## src/rtl/tlbsd_pkg.sv

```systemverilog
`timescale 1ns/1ps
package tlbsd_pkg;

   typedef enum logic [1:0] {
      SD_IDLE = 2'd0,
      SD_LOCK = 2'd1,
      SD_SEND = 2'd2,
      SD_WAIT = 2'd3
   } sd_state_e;

endpackage

```

## src/rtl/tlbsd_target.sv

```systemverilog
`timescale 1ns/1ps
// Target selection: always excludes the local core.
module tlbsd_target #(
   parameter int NCORES      = 4,
   parameter int SELF_ID     = 0,
   parameter int TARGET_MODE = 0
) (
   input  logic [NCORES-1:0] holders_i,
   output logic [NCORES-1:0] mask_o
);
   localparam logic [NCORES-1:0] SELF_BIT = NCORES'(1) << SELF_ID;

   generate
      if (TARGET_MODE == 0) begin : g_bcast
         logic unused_hint;
         assign unused_hint = ^holders_i;
         assign mask_o      = ~SELF_BIT;
      end else begin : g_hint
         assign mask_o = holders_i & ~SELF_BIT;
      end
   endgenerate
endmodule

```

## src/rtl/tlbsd_initiator.sv

```systemverilog
`timescale 1ns/1ps
module tlbsd_initiator
   import tlbsd_pkg::*;
#(
   parameter int NCORES  = 4,
   parameter int ENTRY_W = 8
) (
   input  logic               clk,
   input  logic               rst_n,
   input  logic               req_i,
   input  logic [ENTRY_W-1:0] entry_i,
   input  logic [NCORES-1:0]  tgt_i,
   input  logic [NCORES-1:0]  ack_i,
   output logic               busy_o,
   output logic               done_o,
   output logic               lock_o,
   output logic [ENTRY_W-1:0] lock_entry_o,
   output logic               ipi_valid_o,
   output logic [NCORES-1:0]  ipi_mask_o,
   output logic [ENTRY_W-1:0] ipi_entry_o,
   output logic               local_inv_o,
   output logic [ENTRY_W-1:0] local_inv_entry_o
);
   sd_state_e          state_q;
   logic [ENTRY_W-1:0] ent_q;
   logic [NCORES-1:0]  tgt_q;
   logic [NCORES-1:0]  pend_q;
   logic               pend_clear;

   assign pend_clear = (pend_q == '0);

   always_ff @(posedge clk) begin
      if (!rst_n) begin
         state_q <= SD_IDLE;
         ent_q   <= '0;
         tgt_q   <= '0;
         pend_q  <= '0;
      end else begin
         case (state_q)
            SD_IDLE: begin
               if (req_i) begin
                  state_q <= SD_LOCK;
                  ent_q   <= entry_i;
                  tgt_q   <= tgt_i;
               end
            end
            SD_LOCK: state_q <= SD_SEND;
            SD_SEND: begin
               // outstanding set loaded from the targets; stray bits masked off
               pend_q  <= tgt_q & ~ack_i;
               state_q <= SD_WAIT;
            end
            SD_WAIT: begin
               pend_q <= pend_q & ~ack_i;
               if (pend_clear) state_q <= SD_IDLE;
            end
            default: state_q <= SD_IDLE;
         endcase
      end
   end

   always_comb begin
      lock_o            = (state_q != SD_IDLE);
      busy_o            = lock_o;
      lock_entry_o      = ent_q;
      ipi_valid_o       = (state_q == SD_SEND);
      ipi_mask_o        = ipi_valid_o ? tgt_q : '0;
      ipi_entry_o       = ent_q;
      local_inv_o       = ipi_valid_o;
      local_inv_entry_o = ent_q;
      done_o            = (state_q == SD_WAIT) && pend_clear;
   end
endmodule

```

## src/rtl/tlbsd_responder.sv

```systemverilog
`timescale 1ns/1ps
module tlbsd_responder #(
   parameter int NCORES  = 4,
   parameter int ENTRY_W = 8,
   parameter int IDW     = 2
) (
   input  logic               clk,
   input  logic               rst_n,
   input  logic               rx_valid_i,
   input  logic [ENTRY_W-1:0] rx_entry_i,
   input  logic [IDW-1:0]     rx_src_i,
   output logic               inv_o,
   output logic [ENTRY_W-1:0] inv_entry_o,
   output logic               ack_valid_o,
   output logic [NCORES-1:0]  ack_dst_o
);
   logic               s1_v, s2_v;
   logic [ENTRY_W-1:0] s1_entry;
   logic [IDW-1:0]     s1_src, s2_src;

   always_ff @(posedge clk) begin
      if (!rst_n) begin
         s1_v     <= 1'b0;
         s2_v     <= 1'b0;
         s1_entry <= '0;
         s1_src   <= '0;
         s2_src   <= '0;
      end else begin
         s1_v     <= rx_valid_i;
         s1_entry <= rx_entry_i;
         s1_src   <= rx_src_i;
         s2_v     <= s1_v;
         s2_src   <= s1_src;
      end
   end

   assign inv_o       = s1_v;
   assign inv_entry_o = s1_entry;
   assign ack_valid_o = s2_v;

   generate
      for (genvar c = 0; c < NCORES; c++) begin : g_dst
         assign ack_dst_o[c] = s2_v && (s2_src == IDW'(c));
      end
   endgenerate
endmodule

```

## src/rtl/tlb_shootdown_ctrl.sv

```systemverilog
`timescale 1ns/1ps
module tlb_shootdown_ctrl #(
   parameter int NCORES      = 4,
   parameter int ENTRY_W     = 8,
   parameter int SELF_ID     = 0,
   parameter int TARGET_MODE = 0,
   localparam int IDW        = (NCORES > 1) ? $clog2(NCORES) : 1
) (
   input  logic               clk,
   input  logic               rst_n,
   input  logic               sd_req_i,
   input  logic [ENTRY_W-1:0] sd_entry_i,
   input  logic [NCORES-1:0]  sd_holders_i,
   output logic               sd_busy_o,
   output logic               sd_done_o,
   output logic               pte_lock_o,
   output logic [ENTRY_W-1:0] pte_lock_entry_o,
   output logic               ipi_valid_o,
   output logic [NCORES-1:0]  ipi_mask_o,
   output logic [ENTRY_W-1:0] ipi_entry_o,
   output logic               local_inv_o,
   output logic [ENTRY_W-1:0] local_inv_entry_o,
   input  logic [NCORES-1:0]  ack_i,
   input  logic               rx_valid_i,
   input  logic [ENTRY_W-1:0] rx_entry_i,
   input  logic [IDW-1:0]     rx_src_i,
   output logic               rx_inv_o,
   output logic [ENTRY_W-1:0] rx_inv_entry_o,
   output logic               ack_valid_o,
   output logic [NCORES-1:0]  ack_dst_o
);
   generate
      if (NCORES < 2) begin : g_bad_ncores
         $error("tlb_shootdown_ctrl: NCORES must be at least 2");
      end
      if (SELF_ID < 0 || SELF_ID >= NCORES) begin : g_bad_self
         $error("tlb_shootdown_ctrl: SELF_ID out of range");
      end
      if (ENTRY_W < 1) begin : g_bad_entry
         $error("tlb_shootdown_ctrl: ENTRY_W must be positive");
      end
      if (TARGET_MODE != 0 && TARGET_MODE != 1) begin : g_bad_mode
         $error("tlb_shootdown_ctrl: TARGET_MODE must be 0 or 1");
      end
   endgenerate

   logic [NCORES-1:0] tgt_mask;

   tlbsd_target #(
      .NCORES(NCORES), .SELF_ID(SELF_ID), .TARGET_MODE(TARGET_MODE)
   ) i_target (
      .holders_i(sd_holders_i),
      .mask_o   (tgt_mask)
   );

   tlbsd_initiator #(
      .NCORES(NCORES), .ENTRY_W(ENTRY_W)
   ) i_init (
      .clk              (clk),
      .rst_n            (rst_n),
      .req_i            (sd_req_i),
      .entry_i          (sd_entry_i),
      .tgt_i            (tgt_mask),
      .ack_i            (ack_i),
      .busy_o           (sd_busy_o),
      .done_o           (sd_done_o),
      .lock_o           (pte_lock_o),
      .lock_entry_o     (pte_lock_entry_o),
      .ipi_valid_o      (ipi_valid_o),
      .ipi_mask_o       (ipi_mask_o),
      .ipi_entry_o      (ipi_entry_o),
      .local_inv_o      (local_inv_o),
      .local_inv_entry_o(local_inv_entry_o)
   );

   tlbsd_responder #(
      .NCORES(NCORES), .ENTRY_W(ENTRY_W), .IDW(IDW)
   ) i_resp (
      .clk        (clk),
      .rst_n      (rst_n),
      .rx_valid_i (rx_valid_i),
      .rx_entry_i (rx_entry_i),
      .rx_src_i   (rx_src_i),
      .inv_o      (rx_inv_o),
      .inv_entry_o(rx_inv_entry_o),
      .ack_valid_o(ack_valid_o),
      .ack_dst_o  (ack_dst_o)
   );
endmodule

```

## config.mk

```make
export PLATFORM = sky130hd
export DESIGN_NAME = tlb_shootdown_ctrl
export DESIGN_NICKNAME = d
export VERILOG_FILES = /design/src/rtl/tlbsd_pkg.sv /design/src/rtl/tlbsd_target.sv /design/src/rtl/tlbsd_initiator.sv /design/src/rtl/tlbsd_responder.sv /design/src/rtl/tlb_shootdown_ctrl.sv
export SDC_FILE = /design/constraint.sdc
export NUM_CORES = 1
export LEC_CHECK = 0
export BUFFER_PORTS_ARGS = -buffer_cell sky130_fd_sc_hd__buf_2
export CORE_MARGIN = 4
export CORE_UTILIZATION = 28
export CTS_BUF_LIST = sky130_fd_sc_hd__clkbuf_8 sky130_fd_sc_hd__clkbuf_16
export DETAILED_ROUTE_END_ITERATION = 8
export PLACE_DENSITY_LB_ADDON = 0.25
export SYNTH_ARGS = -nofsm -noshare
export SYNTH_HDL_FRONTEND = slang
export SYNTH_HIERARCHICAL = 1
export SYNTH_SLANG_ARGS = --single-unit
export TNS_END_PERCENT = 50
```

## constraint.sdc

```tcl
create_clock -name clk -period 2.1 [get_ports clk]
set_clock_uncertainty 0.15 [all_clocks]
set_input_delay 0.315 -clock clk [delete_from_list [all_inputs] [get_ports clk]]
set_output_delay 0.315 -clock clk [all_outputs]
set_load 0.05 [all_outputs]
```

==> summary.txt, run 1 <==
GRT overflow - 0
Fraction of layout cells with a size suffix above 1 - 44.4%
Hold_buf cts - 0
WL final - 3010 um
Crit Path Class - flop to primary output
I/O Buffers - 72
Setup Buffers After CTS - 0
Clk_lat worst skew - 0.28 ns
Total CTS buffers - 5
R2R Setup Slk - 0.28 ns
Die area - 6240 sq um
VDD IR max - 0.627 mV
Cell count after synthesis - 159
TritonCTS clock tree - built
Synth warn - 6
Num ports - 77
Reg clk slew, reported paths - 0.07 ns
Area of the core - 4790 sq um
DR pass1 iterations - 4
Outcome - finished clean
Largest net degree at the start of global routing - 18
Ant diodes - 0
Initial antenna violation count - 0
# rows - 25
Yosys cell types - 25
Setup crit start kind - flop
Final nets - 249
Layout area overhead - 25.0%
Vias in the first global route - 1069
Max-slew headroom - 67.0%
Critical Path RT - 1.63 ns
Async SR Flop Fraction - 0%
First-pass GRT wire length - 4790 um
Hold Crit Class - input pin to flop
CP Capture Type - primary output
Syn Area/Cell - 8.87 sq um
Final antenna-violating net count - 0
Final Critical Period - 1.88 ns
Final cycle utilization of the critical path - 89.7%
Crit-path max FO - 8
Initial DRC count - 28
Least-Margin Pin Slew - 0.492 ns
Power consumption - 2.11 mW
Fmax - 0.531 GHz
Die W - 79.0 um
Most numerous cell in the Yosys netlist - dfxtp_1
Lkg Pwr - 0.896 nW
Clock root cell - clkbuf_8
Cell Area, Synth - 1410 sq um
Yosys top cell area share - 45.4%
EDFF count, synth - 0
Die height - 79.0 um
Sequential fraction of the synthesis area - 45.4%
Cell taking the most area after synthesis - dfxtp_1
Slew Limit Fails - 0
Setup violators final - 0
Primary FF master, synth - dfxtp_1
Yosys reg bits - 32
Setup_tns - 0 ns
DRC - 0
Clk sinks - 32
Vias per inst - 4.11
# Max-Cap Violations - 0
Pwr/cell area - 1190 nW/um^2
Tot GR Track Use - 9.70%
CTS Buffer Depth - 2
RD Place Congestion - 0.736
Placed wire-length estimate - 2240 um
Starting Density - 29.5%
Synth area leaders - dfxtp_1 45%, buf_4 12%, nand2_1 7.5%
Commonest cells in the netlist - 32 x dfxtp_1, 28 x nand2_1, 22 x buf_4
CP Data Arrival Time - 1.42 ns
Final Hold Vio Count - 0
Cts repair resizes - 0
Vias - 1156
H-tree Lvls - 2
Routed WL per cell - 10.7 um
RSZ-0062 raised after global routing - no
==> per-stage QoR <==
stage	util [%]	setup WS, ns	hold slack, ns	cells	instance area, sq um
final	36.8	0.217	0.0880	281	1760
after global routing	36.8	0.106	0.0827	281	1760
after CTS	36.8	0.197	0.0705	281	1760
after detailed placement	35.1	0.288	0.280	274	1680
after global placement	35.1	0.314	0.284	274	1680
after floorplan	-	0.202	0.270	161	1430
==> layout make-up <==
cell class / instances / area [sq um]
Fill cell: 509 / 3020
Sequential cell: 32 / 641
Multi-Input combinational cell: 99 / 582
Timing Repair Buffer: 72 / 360
Tap cell: 67 / 83.8
Clock buffer: 5 / 68.8
Inverter: 4 / 15.0
Clock inverter: 2 / 12.5
==> layout by cell type, fill, tap and decap left out, types with 2 or more instances in the layout <==
| master | count |
|---|---|
| and2_1 | 10 |
| buf_2 | 72 |
| inv_1 | 3 |
| nand2_1 | 28 |
| conb_1 | 4 |
| clkbuf_8 | 5 |
| nor2_1 | 4 |
| dfxtp_1 | 32 |
| o21ai_0 | 5 |
| and2_2 | 10 |
| nor2b_1 | 4 |
| and3b_1 | 2 |
| a21oi_1 | 17 |
| or4b_2 | 3 |
| ha_1 | 4 |
==> where the power goes <==
part | switching (mW) | internal (mW) | total (mW)
logic | 0.714 | 0.218 | 0.932
registers | 0.0552 | 0.680 | 0.735
clock network | 0.215 | 0.224 | 0.439
total | 0.984 | 1.12 | 2.11
==> worst max-delay path: stages (launching register included) <==
cell,delay (ns)
dfxtp_1,0.34
inv_1,0.11
ha_2,0.26
and2_1,0.17
buf_2,0.27
==> routing by layer <==
| layer | part of all wire (%) | GRT usage (%) |
|---|---|---|
| met1 | 46 | 11.2 |
| met2 | 41 | 15.0 |
| met3 | 12 | 5.33 |
| met4 | 1.1 | 3.61 |
| met5 | 0 | 0 |
==> sequential cells by signal, summed over array words and instances (netlist names) <==
name	cells
i_init/tgt_q	4
i_init/pend_q	4
i_resp/inv_entry_o	8
i_resp/ack_valid_o	1
i_resp/s1_src	2
i_init/state_q	2
i_resp/inv_o	1
i_resp/s2_src	2
i_init/ipi_entry_o	8
==> logic make-up (layout without fill, tap and decap cells) <==
family                   Yosys count  after routing  share of synthesized area (%)
multiplexers                       1              1                          0.710
flip-flops                        32             32                           45.4
AO/OA/AOI/OAI                     23             23                           8.61
AND/OR/NAND/NOR                   66             66                           25.9
buffers and inverters             30             83                           14.4
other                              2              4                          0.533
adder cells (fa/ha/maj)            5              5                           4.44
==> worst paths after layout <==
| check | from | to | cells past startpoint |
|---|---|---|---|
| setup / recovery | i_init/state_q[0] | ipi_mask_o[3] | 4 |
| hold / removal | rx_entry_i[3] | i_resp/inv_entry_o[3] | 2 |
| setup reg to reg | i_init/state_q[0] | i_init/pend_q[0] | 5 |
| hold reg to reg | i_resp/s1_src[0] | i_resp/s2_src[0] | 1 |
(Power assumes the default switching activity.)
==> inputs of run 2 (changes only) <==
Settings changed: SYNTH_HIERARCHICAL 1 to default.
==> run 2 against run 1 <==
  * Register-to-register slack improved by 0.21 ns
  * Critical endpoint is now ipi_mask_o[2]
  * Hold slack improved by 0.0027 ns
  * Area after synthesis decreased by 11%
==> summary.txt, run 2 <==
Setup violators final - 0
Num ports - 77
Routed WL per cell - 11.2 um
Clock root cell - clkbuf_8
Yosys reg bits - 29
Max incr delay on CP - 0.33 ns
Starting Density - 28.7%
DR pass1 iterations - 3
Synth warn - 0
Crit Path Class - flop to primary output
Fraction of layout cells with a size suffix above 1 - 43.1%
Sequential fraction of the synthesis area - 46.4%
Finished Cell Area - 1620 sq um
Setup crit start kind - flop
CP Capture Type - primary output
Die area - 5600 sq um
Hold Crit Start - rx_entry_i[7]
# rows - 24
Ant diodes - 0
Synth Net Count - 168
EDFF count, synth - 0
Final Critical Period - 1.96 ns
Cell count after synthesis - 134
Tot GR Track Use - 9.46%
R2R Setup Slk - 0.49 ns
Syn Area/Cell - 9.34 sq um
CTS Buffer Depth - 2
WL final - 2680 um
Vias per inst - 4.25
Dpl cell area - 1510 sq um
H-tree Lvls - 2
DRC - 0
Worst hold path stage count - 2
Area of the multi-input gates - 482 sq um
VDD IR max - 0.325 mV
Cell family with most CP delay - buffers and inverters
Total CTS buffers - 5
Lkg Pwr - 0.859 nW
Core Util, Final - 37.2%
GRT overflow - 0
Placed wire-length estimate - 2040 um
Worst r2r src - i_init.state_q[0]
Initial antenna violation count - 0
Largest net degree at the start of global routing - 19
Final cycle utilization of the critical path - 93.3%
Hold_buf cts - 0
Post-Place Cells - 232
Commonest cells in the netlist - 29 x dfxtp_1, 21 x buf_4, 16 x and2_1
Most numerous cell in the Yosys netlist - dfxtp_1
Layout area overhead - 29.6%
Yosys top cell area share - 46.4%
Logic depth of the worst path, buffers included - 4
CP Data Arrival Time - 1.49 ns
Final antenna-violating net count - 0
Register area - 581 sq um
# Max-Cap Violations - 0
Async SR Flop Fraction - 0%
Die height - 74.8 um
Critical-path cell list - inv_1 > ha_1 > and2_1 > buf_2
Die W - 74.8 um
Final nets - 221
Setup Buffers After CTS - 0
Cell Area, Synth - 1250 sq um
I/O Buffers - 71
Clk_lat worst skew - 0.27 ns
Vias - 1021
Filler instances - 451
Slew Limit Fails - 0
Hold Crit Class - input pin to flop
Reg clk slew, reported paths - 0.06 ns
Initial DRC count - 23
Final Hold Vio Count - 0
Worst Hold End - i_resp.inv_entry_o[7]
Cts repair resizes - 0
Worst R2R Path Depth - 5
Vias in the first global route - 892
First-pass GRT wire length - 3970 um
Area of the core - 4350 sq um
Yosys cell types - 22
Most frequent cells in the layout - 71 x buf_2, 29 x dfxtp_1, 16 x and2_1
Cell taking the most area after synthesis - dfxtp_1
Non-Filler Instances - 240
FF-to-FF End - i_init.ipi_entry_o[0]
Slowest cell on the critical path - dfxtp_1
Clk sinks - 29
Outcome - finished clean
RSZ-0062 raised after global routing - no
Worst Path Buf+Inv - 2
Pwr/cell area - 1330 nW/um^2
Crit-path max FO - 9
Synth area leaders - dfxtp_1 46%, buf_4 13%, and2_1 8.0%
Fmax - 0.510 GHz
TritonCTS clock tree - built
RD Place Congestion - 0.703
Critical Path RT - 1.63 ns
Primary FF master, synth - dfxtp_1
Leading cell type in the layout, fill and taps excluded - buf_2
## run 2: how the worst max path moves through the flow
| stage | startpoint | end | slack (ns) |
|---|---|---|---|
| finish | i_init.state_q[0] | ipi_mask_o[2] | 0.14 |
| global route | i_init.state_q[0] | ipi_mask_o[1] | 0.04 |
| CTS | i_init.state_q[0] | ipi_mask_o[1] | 0.11 |
| detailed placement | i_init.state_q[0] | ipi_mask_o[1] | 0.42 |
| global placement | i_init.state_q[0] | ipi_mask_o[1] | 0.43 |
| floorplan | i_init.state_q[0] | ipi_mask_o[2] | -0.19 |
## run 2: through the flow
stage	hold slack, ns	power, mW	setup TNS (ns)	setup WS (ns)
global placement	0.268	1.60	0	0.430
floorplan	0.262	1.50	-0.385	-0.192
detailed placement	0.267	1.61	0	0.423
finish	0.0908	2.16	0	0.141
global route	0.0793	2.29	0	0.0363
CTS	0.0815	2.20	0	0.109
## run 2: cell type report
| type | instances | share of cell area (%) |
|---|---|---|
| clock inverter | 2 | 2.08 |
| inverter | 4 | 0.926 |
| sequential | 29 | 35.8 |
| timing repair buffer | 72 | 22.4 |
| tap | 52 | 4.01 |
| clock buffer | 6 | 5.09 |
| multi-input combinational | 75 | 29.7 |
## run 2: layer usage
| metal | wire length [um] | track usage [%] | up-vias |
|---|---|---|---|
| met5 | 0 | 0 | - |
| met4 | 36 | 4.15 | 0 |
| met3 | 268 | 4.01 | 4 |
| met2 | 1330 | 16.1 | 43 |
| met1 | 1040 | 10.3 | 454 |
| li1 | - | - | 520 |
## run 2: report_power, final
group | switching (mW) | internal (mW) | leakage [nW]
Clock | 0.201 | 0.381 | 0.0626
Combinational | 0.704 | 0.218 | 0.558
Sequential | 0.0460 | 0.615 | 0.239
## run 2: cells by family (layout without fill, tap and decap cells)
kind of cell,count (synthesis),in the layout,share of synthesized area [%]
flip-flops,29,29,46.4
buffers and inverters,30,84,15.5
AND/OR/NAND/NOR,50,50,20.8
other,1,1,0.300
adder cells (fa/ha/maj),4,4,4.00
multiplexers,5,5,4.00
AO/OA/AOI/OAI,15,15,9.00
==> inputs of run 3 (changes only) <==
Settings changed: CORE_UTILIZATION 28 to 42, CTS_BUF_LIST sky130_fd_sc_hd__clkbuf_8 sky130_fd_sc_hd__clkbuf_16 to default, HOLD_SLACK_MARGIN from default to 0.03.
==> run 3 against run 2 <==
  * Flip-flop and latch count is the same
  * Critical path depth is the same
  * Hold slack lost 0.038 ns
  * Fmax shrank 0.42%
  * Largest power group unchanged
==> summary.txt, run 3 (synthesis gave the netlist of run 2 again) <==
Critical-path cell list - inv_1 > ha_2 > and2_1 > buf_2
Largest net degree at the start of global routing - 19
Setup violators final - 0
Die height - 62.6 um
Vias - 1083
Clk sinks - 29
CP Capture Type - primary output
Final Critical Period - 1.97 ns
Cell family with most CP delay - buffers and inverters
Hold Crit Class - input pin to flop
Fmax - 0.508 GHz
Metal2 WL - 1310 um
Slew Limit Fails - 0
Crit Path Class - flop to primary output
Final cycle utilization of the critical path - 93.7%
TritonCTS clock tree - built
Hold Slack - 0.0525 ns
Total CTS buffers - 5
Clk_lat worst skew - 0.32 ns
Outcome - finished clean
VDD IR max - 0.518 mV
GRT overflow - 0
I/O Buffers - 71
Lkg Pwr - 0.877 nW
Leading cell type in the layout, fill and taps excluded - buf_2
RSZ-0062 raised after global routing - no
Post-route worst setup slack - 0.133 ns
Setup WS pre-CTS - 0.398 ns
Setup Buffers After CTS - 0
WL final - 2660 um
Layout area overhead - 32.6%
Metal3 WL - 246 um
Num ports - 77
# Max-Cap Violations - 0
Starting Density - 44.6%
Max incr delay on CP - 0.34 ns
Crit-path max FO - 9
Placed wire-length estimate - 1910 um
Final Hold Vio Count - 0
Final nets - 230
Post-Place Cells - 211
Finished Cell Area - 1660 sq um
Dpl cell area - 1480 sq um
Most frequent cells in the layout - 71 x buf_2, 29 x dfxtp_1, 16 x and2_1
Reg clk slew, reported paths - 0.09 ns
Worst Path Buf+Inv - 2
Power consumption - 2.07 mW
Core Util, Final - 59.1%
Fraction of layout cells with a size suffix above 1 - 42.1%
Initial DRC count - 70
CP Data Arrival Time - 1.50 ns
DRT met1 WL - 1030 um
DRC - 0
Vias per inst - 4.75
RD Place Congestion - 0.770
Pwr/cell area - 1250 nW/um^2
DR pass1 iterations - 4
Setup_tns - 0 ns
Area of the core - 2810 sq um
Setup crit start kind - flop
Max layer used - met4
Die W - 62.6 um
H-tree Lvls - 2
Die area - 3920 sq um
CTS Buffer Depth - 2
Non-Filler Instances - 228
First-pass GRT wire length - 4190 um
Critical Path RT - 1.63 ns
Tot GR Track Use - 13.7%
Final antenna-violating net count - 0
# rows - 19
Initial antenna violation count - 0
Clock root cell - clkbuf_4
Ant diodes - 0
Slowest cell on the critical path - dfxtp_1
Vias in the first global route - 949
Routed WL per cell - 11.7 um
-- run 3: cell count changes in the layout (fill, tap and decap cells not counted) --
cell / delta
clkbuf_1: +1
clkbuf_4: +5
clkbuf_8: -5
dlygate4sd3_1: +9
ha_1: -2
ha_2: +2
inv_1: -1
-- run 3: final timing paths --
path	startpoint	cells past startpoint	endpoint	slack, ns
setup / recovery	i_init.state_q[0]	4	ipi_mask_o[2]	0.13
hold reg to reg	i_resp.s1_src[1]	1	i_resp.s2_src[1]	0.29
setup reg to reg	i_init.state_q[0]	5	i_init.ipi_entry_o[0]	0.64
hold / removal	rx_entry_i[7]	2	i_resp.inv_entry_o[7]	0.05
-- run 3: repair_timing --
| action | CTS | global route |
|---|---|---|
| setup endpoints to repair | 0 | 5 |
| hold buffers | 8 | 1 |
| resized for setup | 0 | 2 |
| hold endpoints to repair | 8 | 1 |
-- run 3: where the power goes --
part	switching [mW]	internal [mW]
logic	0.704	0.235
clock network	0.187	0.284
registers	0.0480	0.614
total	0.939	1.13
-- run 3: layer usage --
layer	track usage, %	up-vias
li1	-	540
met1	13.8	483
met2	23.2	52
met3	5.40	8
met4	9.09	0
met5	0	-
-- run 3: cell type report --
| class | instances | area, sq um |
|---|---|---|
| Inverter | 4 | 15.0 |
| Clock buffer | 7 | 55.1 |
| Multi-Input combinational cell | 75 | 487 |
| Timing Repair Buffer | 81 | 453 |
| Tap cell | 31 | 38.8 |
| Sequential cell | 29 | 581 |
| Fill cell | 268 | 1150 |
| Clock inverter | 1 | 30.0 |
-- run 3: worst reg2reg max path: cells and delay by family, from the launching register on --
kind                       cells  cell delay, ns
DFF                            1            0.34
and+or+nand+nor                2            0.34
adders and majority gates      1            0.32
buffers and inverters          1            0.11
AOI/OAI and AO/OA              1            0.07
